### config.mk
export PLATFORM = sky130hd
export DESIGN_NAME = uart_dma_req_ctrl
export DESIGN_NICKNAME = d
export VERILOG_FILES = /design/src/rtl/uart_dma_pkg.sv /design/src/rtl/rx_src_mux.sv /design/src/rtl/rx_req_fsm.sv /design/src/rtl/tx_req_fsm.sv /design/src/rtl/uart_dma_req_ctrl.sv
export SDC_FILE = /design/constraint.sdc
export NUM_CORES = 1
export LEC_CHECK = 0
export ABC_AREA = 1
export BUFFER_PORTS_ARGS = -buffer_cell sky130_fd_sc_hd__buf_2
export CORE_AREA = 3 3 40 42
export CTS_BUF_LIST = sky130_fd_sc_hd__clkbuf_8
export CTS_CLUSTER_DIAMETER = 120
export DETAILED_ROUTE_END_ITERATION = 7
export DIE_AREA = 0 0 43 45
export GPL_ROUTABILITY_DRIVEN = 0
export PLACE_DENSITY_LB_ADDON = 0.2
export SLEW_MARGIN = 20
export SYNTH_ARGS = -nofsm -noshare
export SYNTH_HDL_FRONTEND = slang
export SYNTH_HIERARCHICAL = 1
export SYNTH_SLANG_ARGS = --single-unit
### constraint.sdc
create_clock -name clk -period 0.8 [get_ports clk]
set_clock_uncertainty 0.05 [all_clocks]
set_input_delay 0.12 -clock clk [delete_from_list [all_inputs] [get_ports clk]]
set_output_delay 0.12 -clock clk [all_outputs]
set_load 0.03 [all_outputs]
### src/rtl/uart_dma_pkg.sv
package uart_dma_pkg;
    typedef enum logic [1:0] {
        RX_IDLE  = 2'd0,
        RX_PEND  = 2'd1,
        RX_HELD  = 2'd2,
        RX_DRAIN = 2'd3
    } rx_st_e;

    typedef enum logic [1:0] {
        TX_IDLE = 2'd0,
        TX_PEND = 2'd1,
        TX_WAIT = 2'd2
    } tx_st_e;
endpackage

### src/rtl/rx_src_mux.sv
module rx_src_mux #(
    parameter int N_EVT = 8,
    parameter int SEL_W = 3
) (
    input  logic             use_evt,
    input  logic [SEL_W-1:0] sel,
    input  logic             pin,
    input  logic [N_EVT-1:0] evt,
    output logic             dout
);
    localparam int N_IDX = 1 << SEL_W;

    logic [N_IDX-1:0] evt_ext;

    // Widen the channel vector to every index the select field can name.
    // Indices beyond the last real channel read as 0.
    for (genvar g = 0; g < N_IDX; g++) begin : g_ext
        if (g < N_EVT) begin : g_real
            assign evt_ext[g] = evt[g];
        end else begin : g_pad
            assign evt_ext[g] = 1'b0;
        end
    end

    assign dout = use_evt ? evt_ext[sel] : pin;

    always_comb begin
        a_r1_pin_path : assert (use_evt || (dout == pin));
    end
endmodule

### src/rtl/rx_req_fsm.sv
module rx_req_fsm
    import uart_dma_pkg::*;
(
    input  logic clk,
    input  logic rst_n,
    input  logic err_hold,
    input  logic full,
    input  logic perr,
    input  logic ferr,
    input  logic ack,
    output logic req,
    output logic done
);
    rx_st_e st_q, st_d;

    logic bad;
    assign bad = err_hold && (perr || ferr);

    // State register.
    always_ff @(posedge clk) begin
        if (!rst_n) st_q <= RX_IDLE;
        else        st_q <= st_d;
    end

    // Next-state logic.
    always_comb begin
        st_d = st_q;
        unique case (st_q)
            RX_IDLE: begin
                if (full) st_d = bad ? RX_HELD : RX_PEND;
            end
            RX_PEND: begin
                if (ack)       st_d = RX_DRAIN;
                else if (!full) st_d = RX_IDLE;
            end
            RX_HELD: begin
                if (!full) st_d = RX_IDLE;
            end
            RX_DRAIN: st_d = RX_IDLE;
            default:  st_d = RX_IDLE;
        endcase
    end

    // Outputs.
    always_ff @(posedge clk) begin
        if (!rst_n) done <= 1'b0;
        else        done <= (st_q == RX_PEND) && ack;
    end

    assign req = (st_q == RX_PEND);

    a_r3_drop_after_ack : assert property (@(posedge clk) disable iff (!rst_n)
        (req && ack) |=> (!req && done));

    a_r4_no_req_on_err : assert property (@(posedge clk) disable iff (!rst_n)
        (st_q == RX_IDLE && full && err_hold && (perr || ferr)) |=> !req);

    a_r2_rise_needs_full : assert property (@(posedge clk) disable iff (!rst_n)
        $rose(req) |-> $past(full));
endmodule

### src/rtl/tx_req_fsm.sv
module tx_req_fsm
    import uart_dma_pkg::*;
(
    input  logic clk,
    input  logic rst_n,
    input  logic full_idle,
    input  logic buf_empty,
    input  logic sh_empty,
    input  logic ack,
    output logic req,
    output logic done
);
    tx_st_e st_q, st_d;

    logic cond;
    assign cond = full_idle ? (buf_empty && sh_empty) : buf_empty;

    // State register.
    always_ff @(posedge clk) begin
        if (!rst_n) st_q <= TX_IDLE;
        else        st_q <= st_d;
    end

    // Next-state logic.
    always_comb begin
        st_d = st_q;
        unique case (st_q)
            TX_IDLE: begin
                if (cond) st_d = TX_PEND;
            end
            TX_PEND: begin
                if (ack)        st_d = TX_WAIT;
                else if (!cond) st_d = TX_IDLE;
            end
            TX_WAIT: st_d = TX_IDLE;
            default: st_d = TX_IDLE;
        endcase
    end

    // Outputs.
    always_ff @(posedge clk) begin
        if (!rst_n) done <= 1'b0;
        else        done <= (st_q == TX_PEND) && ack;
    end

    assign req = (st_q == TX_PEND);

    a_r8_drop_after_ack : assert property (@(posedge clk) disable iff (!rst_n)
        (req && ack) |=> (!req && done));

    a_r7_shift_busy : assert property (@(posedge clk) disable iff (!rst_n)
        (st_q == TX_IDLE && full_idle && !sh_empty) |=> !req);

    a_r6_rise_needs_empty : assert property (@(posedge clk) disable iff (!rst_n)
        $rose(req) |-> $past(buf_empty));
endmodule

### src/rtl/uart_dma_req_ctrl.sv
module uart_dma_req_ctrl #(
    parameter int N_EVT = 8,
    parameter int SEL_W = $clog2(N_EVT)
) (
    input  logic             clk,
    input  logic             rst_n,
    input  logic             cfg_rx_evt,
    input  logic [SEL_W-1:0] cfg_evt_sel,
    input  logic             cfg_tx_full_idle,
    input  logic             cfg_err_hold,
    input  logic             cfg_rx_wake,
    input  logic             cfg_tx_wake,
    input  logic             rx_pin,
    input  logic [N_EVT-1:0] evt_in,
    output logic             rx_serial,
    input  logic             rxbuf_full,
    input  logic             rxbuf_perr,
    input  logic             rxbuf_ferr,
    input  logic             txbuf_empty,
    input  logic             txshift_empty,
    input  logic             dma_rd_ack,
    input  logic             dma_wr_ack,
    output logic             dma_rd_req,
    output logic             dma_wr_req,
    output logic             rd_done,
    output logic             wr_done,
    output logic             sleep_block
);
    rx_src_mux #(.N_EVT(N_EVT), .SEL_W(SEL_W)) u_mux (
        .use_evt (cfg_rx_evt),
        .sel     (cfg_evt_sel),
        .pin     (rx_pin),
        .evt     (evt_in),
        .dout    (rx_serial)
    );

    rx_req_fsm u_rx (
        .clk      (clk),
        .rst_n    (rst_n),
        .err_hold (cfg_err_hold),
        .full     (rxbuf_full),
        .perr     (rxbuf_perr),
        .ferr     (rxbuf_ferr),
        .ack      (dma_rd_ack),
        .req      (dma_rd_req),
        .done     (rd_done)
    );

    tx_req_fsm u_tx (
        .clk       (clk),
        .rst_n     (rst_n),
        .full_idle (cfg_tx_full_idle),
        .buf_empty (txbuf_empty),
        .sh_empty  (txshift_empty),
        .ack       (dma_wr_ack),
        .req       (dma_wr_req),
        .done      (wr_done)
    );

    // Registered sleep-inhibit.
    always_ff @(posedge clk) begin
        if (!rst_n) sleep_block <= 1'b0;
        else        sleep_block <= (cfg_rx_wake && dma_rd_req) ||
                                   (cfg_tx_wake && dma_wr_req);
    end

    a_r9_rx_wake_blocks : assert property (@(posedge clk) disable iff (!rst_n)
        (cfg_rx_wake && dma_rd_req) |=> sleep_block);

    a_r9_tx_wake_blocks : assert property (@(posedge clk) disable iff (!rst_n)
        (cfg_tx_wake && dma_wr_req) |=> sleep_block);

    a_r9_no_wake_no_block : assert property (@(posedge clk) disable iff (!rst_n)
        (!cfg_rx_wake && !cfg_tx_wake) |=> !sleep_block);

    a_r5_rx_err_no_tx_effect : assert property (@(posedge clk) disable iff (!rst_n)
        (dma_wr_req && !dma_wr_ack && txbuf_empty && txshift_empty) |=> dma_wr_req);
endmodule

==> key figures <==
Setup path
  • Kind of cell adding the most delay to the critical path: flip-flops
  • Crit path cell chain: inv_2, nor2_4, buf_6
  • Critical path class: reg2out
  • Cell at the slowest stage of the critical path: dfxtp_2
  • Buffer and inverter count on the worst path: 2
  • Worst path arrival time: 0.83 ns
  • Worst Path Max Fanout: 3
  • Worst R2R Path Depth: 6
  • Worst Setup Start Kind: flop
  • WP data required: 0.63 ns
  • Crit path capture type: output pin
  • Crit path largest cell delay: 0.33 ns
  • Critical Path Stages: 3

Hold path
  • Hold Crit Depth: 3
  • Min-delay worst type: in2reg

Timing
  • Setup TNS: -0.8473 ns
  • RSZ-0062 raised after global routing: true
  • Final hold vios: 0
  • Tightest Pin Transition: 0.1491 ns
  • FMAX: 0.9998 GHz
  • Final WS setup: -0.2002 ns
  • Final Cycle Share: 125.0%
  • Fin crit period: 1.000 ns
  • Slew HR: 90.06%
  • Fin. max-slew vios: 0
  • Final setup violation count: 10

Synthesis
  • Number of synthesized register bits: 7
  • Synth Area in XOR/XNOR: 0%
  • Top-count cell post-synth: nand2_1
  • Synth Area in Adders: 0%
  • Main combinational cell family by area after synthesis: simple AND/OR/NAND/NOR gates
  • Synth top area cells: dfxtp_1, nand2_1, inv_1, nand3_1, nor2_1
  • Yosys warning total: 6
  • Async set or reset register ratio after synthesis: 0%
  • Register area share after synthesis: 33.04%
  • Cells after Synth: 72
  • Post-synth EDFFs: 0
  • Mux cell area share after synthesis: 0%
  • Yosys top cell by area: dfxtp_1
  • Syn Std Cell Area: 424.2 sq um
  • Post-synthesis compound-gate area fraction: 8.555%
  • Ys flop type: dfxtp_1
  • Post-Synth Simple-Gate Area: 40.71%
  • Syn avg cell area: 5.891 sq um
  • Yosys top cell area share: 33.04%
  • Syn Nets: 98
  • Count of cell types in the netlist: 13
  • Post-synth top cells: nand2_1, inv_1, nand3_1

Cells and area
  • Filler Cell Count: 122
  • Reg area: 148.9 sq um
  • Inserted Diodes: 0
  • Layout cells sized above 1: 58.41%
  • Multi-input gate area: 237.7 sq um
  • Area grow syn2layout: 83.78%
  • Final #Nets: 140

Power and ir drop
  • Int Pwr: 0.8796 mW
  • Pwr dens: 1554 nW/um^2
  • Sw power: 0.3314 mW
  • Net Sw Frac: 27.37%
  • Seq pwr share: 32.4%
  • Combinational power share: 28.0%
  • VDD IR-drop max: 0.8275 mV
  • Clock power share: 39.7%
  • Leak Pwr: 0.4510 nW

Outcome
  • Status: finished, violations left
  • Failing checks: setup timing

Clock tree
  • H-tree levels: 1
  • Worst-path clk slew: 0.04 ns
  • Clock sinks: 7
  • Total CTS buffers: 3
  • CTS tree: built
  • Clk Latency, worst-skew pair: 0.22 ns
  • CTS Root Cell: clkbuf_8
  • CTS Buffer Depth: 2

Drt
  • Routed Antenna Nets: 0
  • Pre-Repair DR Iteration Count: 2
  • Wire per inst: 8.102 um
  • Vias/cell: 4.141
  • Via count: 530
  • DRC violations left: 0
  • Final wirelength: 1037 um
  • DR iter-0 viols: 3

Global routing
  • Vias in the first global route: 466
  • First-pass GRT wire length: 1621 um
  • Largest net degree at the start of global routing: 6
  • GRT Util Overall: 11.26%
  • Grt total ovfl: 0
  • Initial antenna violation count: 0

Floorplanning
  • Die height: 45 um
  • Starting Density: 33.01%
  • Rows: 13
  • Chip width: 43 um
  • Core ar.: 1285 sq um
  • I/O Pins: 32
  • Die footprint: 1935 sq um

Placement
  • I/O Buffers: 31
  • DPL Wire Length: 799 um
  • Dpl ws: -0.1776 ns

Flow run
  • Max Cap Viol: 0
-- power groups by stage --
stage / combinational (mW) / sequential [mW] / clock, mW
final: 0.339 / 0.392 / 0.480
after global routing: 0.374 / 0.393 / 0.534
after CTS: 0.329 / 0.391 / 0.499
after detailed placement: 0.269 / 0.394 / 0
after global placement: 0.267 / 0.394 / 0
after floorplan: 0.148 / 0.403 / 0
-- through the flow --
| stage | power, mW | area (sq um) | utilization, % | hold WS (ns) | instances |
|---|---|---|---|---|---|
| finish | 1.211 | 779.5 | 60.66 | 0.07819 | 128 |
| global route | 1.301 | 779.5 | 60.66 | 0.07161 | 128 |
| CTS | 1.219 | 768.2 | 59.79 | 0.07964 | 128 |
| detailed placement | 0.6627 | 626.9 | 48.78 | 0.3260 | 120 |
| global placement | 0.6610 | 626.9 | 48.78 | 0.3207 | 120 |
| floorplan | 0.5513 | 437.9 | - | 0.1822 | 72 |
-- layout by cell type, fill, tap and decap left out, drive strengths merged --
cell type  instances
nand3             10
a21oi              3
nor2               7
clkinv             1
clkbuf             3
dfxtp              7
buf               37
nand2             23
inv               20
o21ai              2
-- path summary, 6_finish.rpt --
path / from / endpoint / slack (ns)
worst min-delay path: txbuf_empty / u_tx/st_q[0] / 0.08
worst max-delay path: u_rx/st_q[0] / dma_rd_req / -0.20
worst max register to register: u_tx/st_q[0] / sleep_block / -0.12
worst min register to register: u_tx/st_q[1] / u_tx/st_q[0] / 0.46
-- timing repair --
action / in CTS / in global routing
setup endpoints to repair: 10 / 10
hold endpoints to repair: 0 / 0
hold buffers: 0 / 0
pin swaps: 3 / 5
gates cloned: 0 / 0
setup buffers: 4 / 0
gates resized for setup: 25 / 5
-- final cells by class --
type | count | share of cell area [%]
Multi-Input combinational cell | 45 | 30.50
Timing Repair Buffer | 37 | 31.78
Clock inverter | 1 | 0.6421
Inverter | 20 | 10.27
Clock buffer | 3 | 5.297
Sequential cell | 7 | 19.10
Tap cell | 15 | 2.408
-- routing by layer --
| layer | wire length [um] | track usage (%) | vias to the layer above |
|---|---|---|---|
| met5 | 0 | 0 | - |
| met4 | 16 | 7.229 | 0 |
| met3 | 86 | 4.382 | 2 |
| met2 | 593 | 20.96 | 17 |
| met1 | 340 | 10.17 | 216 |
| li1 | - | - | 295 |
-- sequential cells by signal, indices dropped and copies added (netlist names) --
name,count
u_rx/st_q,2
u_tx/st_q,2
sleep_block,1
u_rx/done,1
u_tx/done,1
-- worst reg2reg max path: stages (launching register included) --
cell and delay, ns:
dfxtp_2 0.32, inv_2 0.06, nor2_4 0.03, buf_4 0.12, buf_4 0.12, nand2_1 0.06, a21oi_2 0.05
-- logic make-up after synthesis --
logic type / count (synthesis)
flip-flops: 7
buffers and inverters: 20
AND/OR/NAND/NOR: 40
AO/OA/AOI/OAI: 5
(Power assumes the default switching activity.)
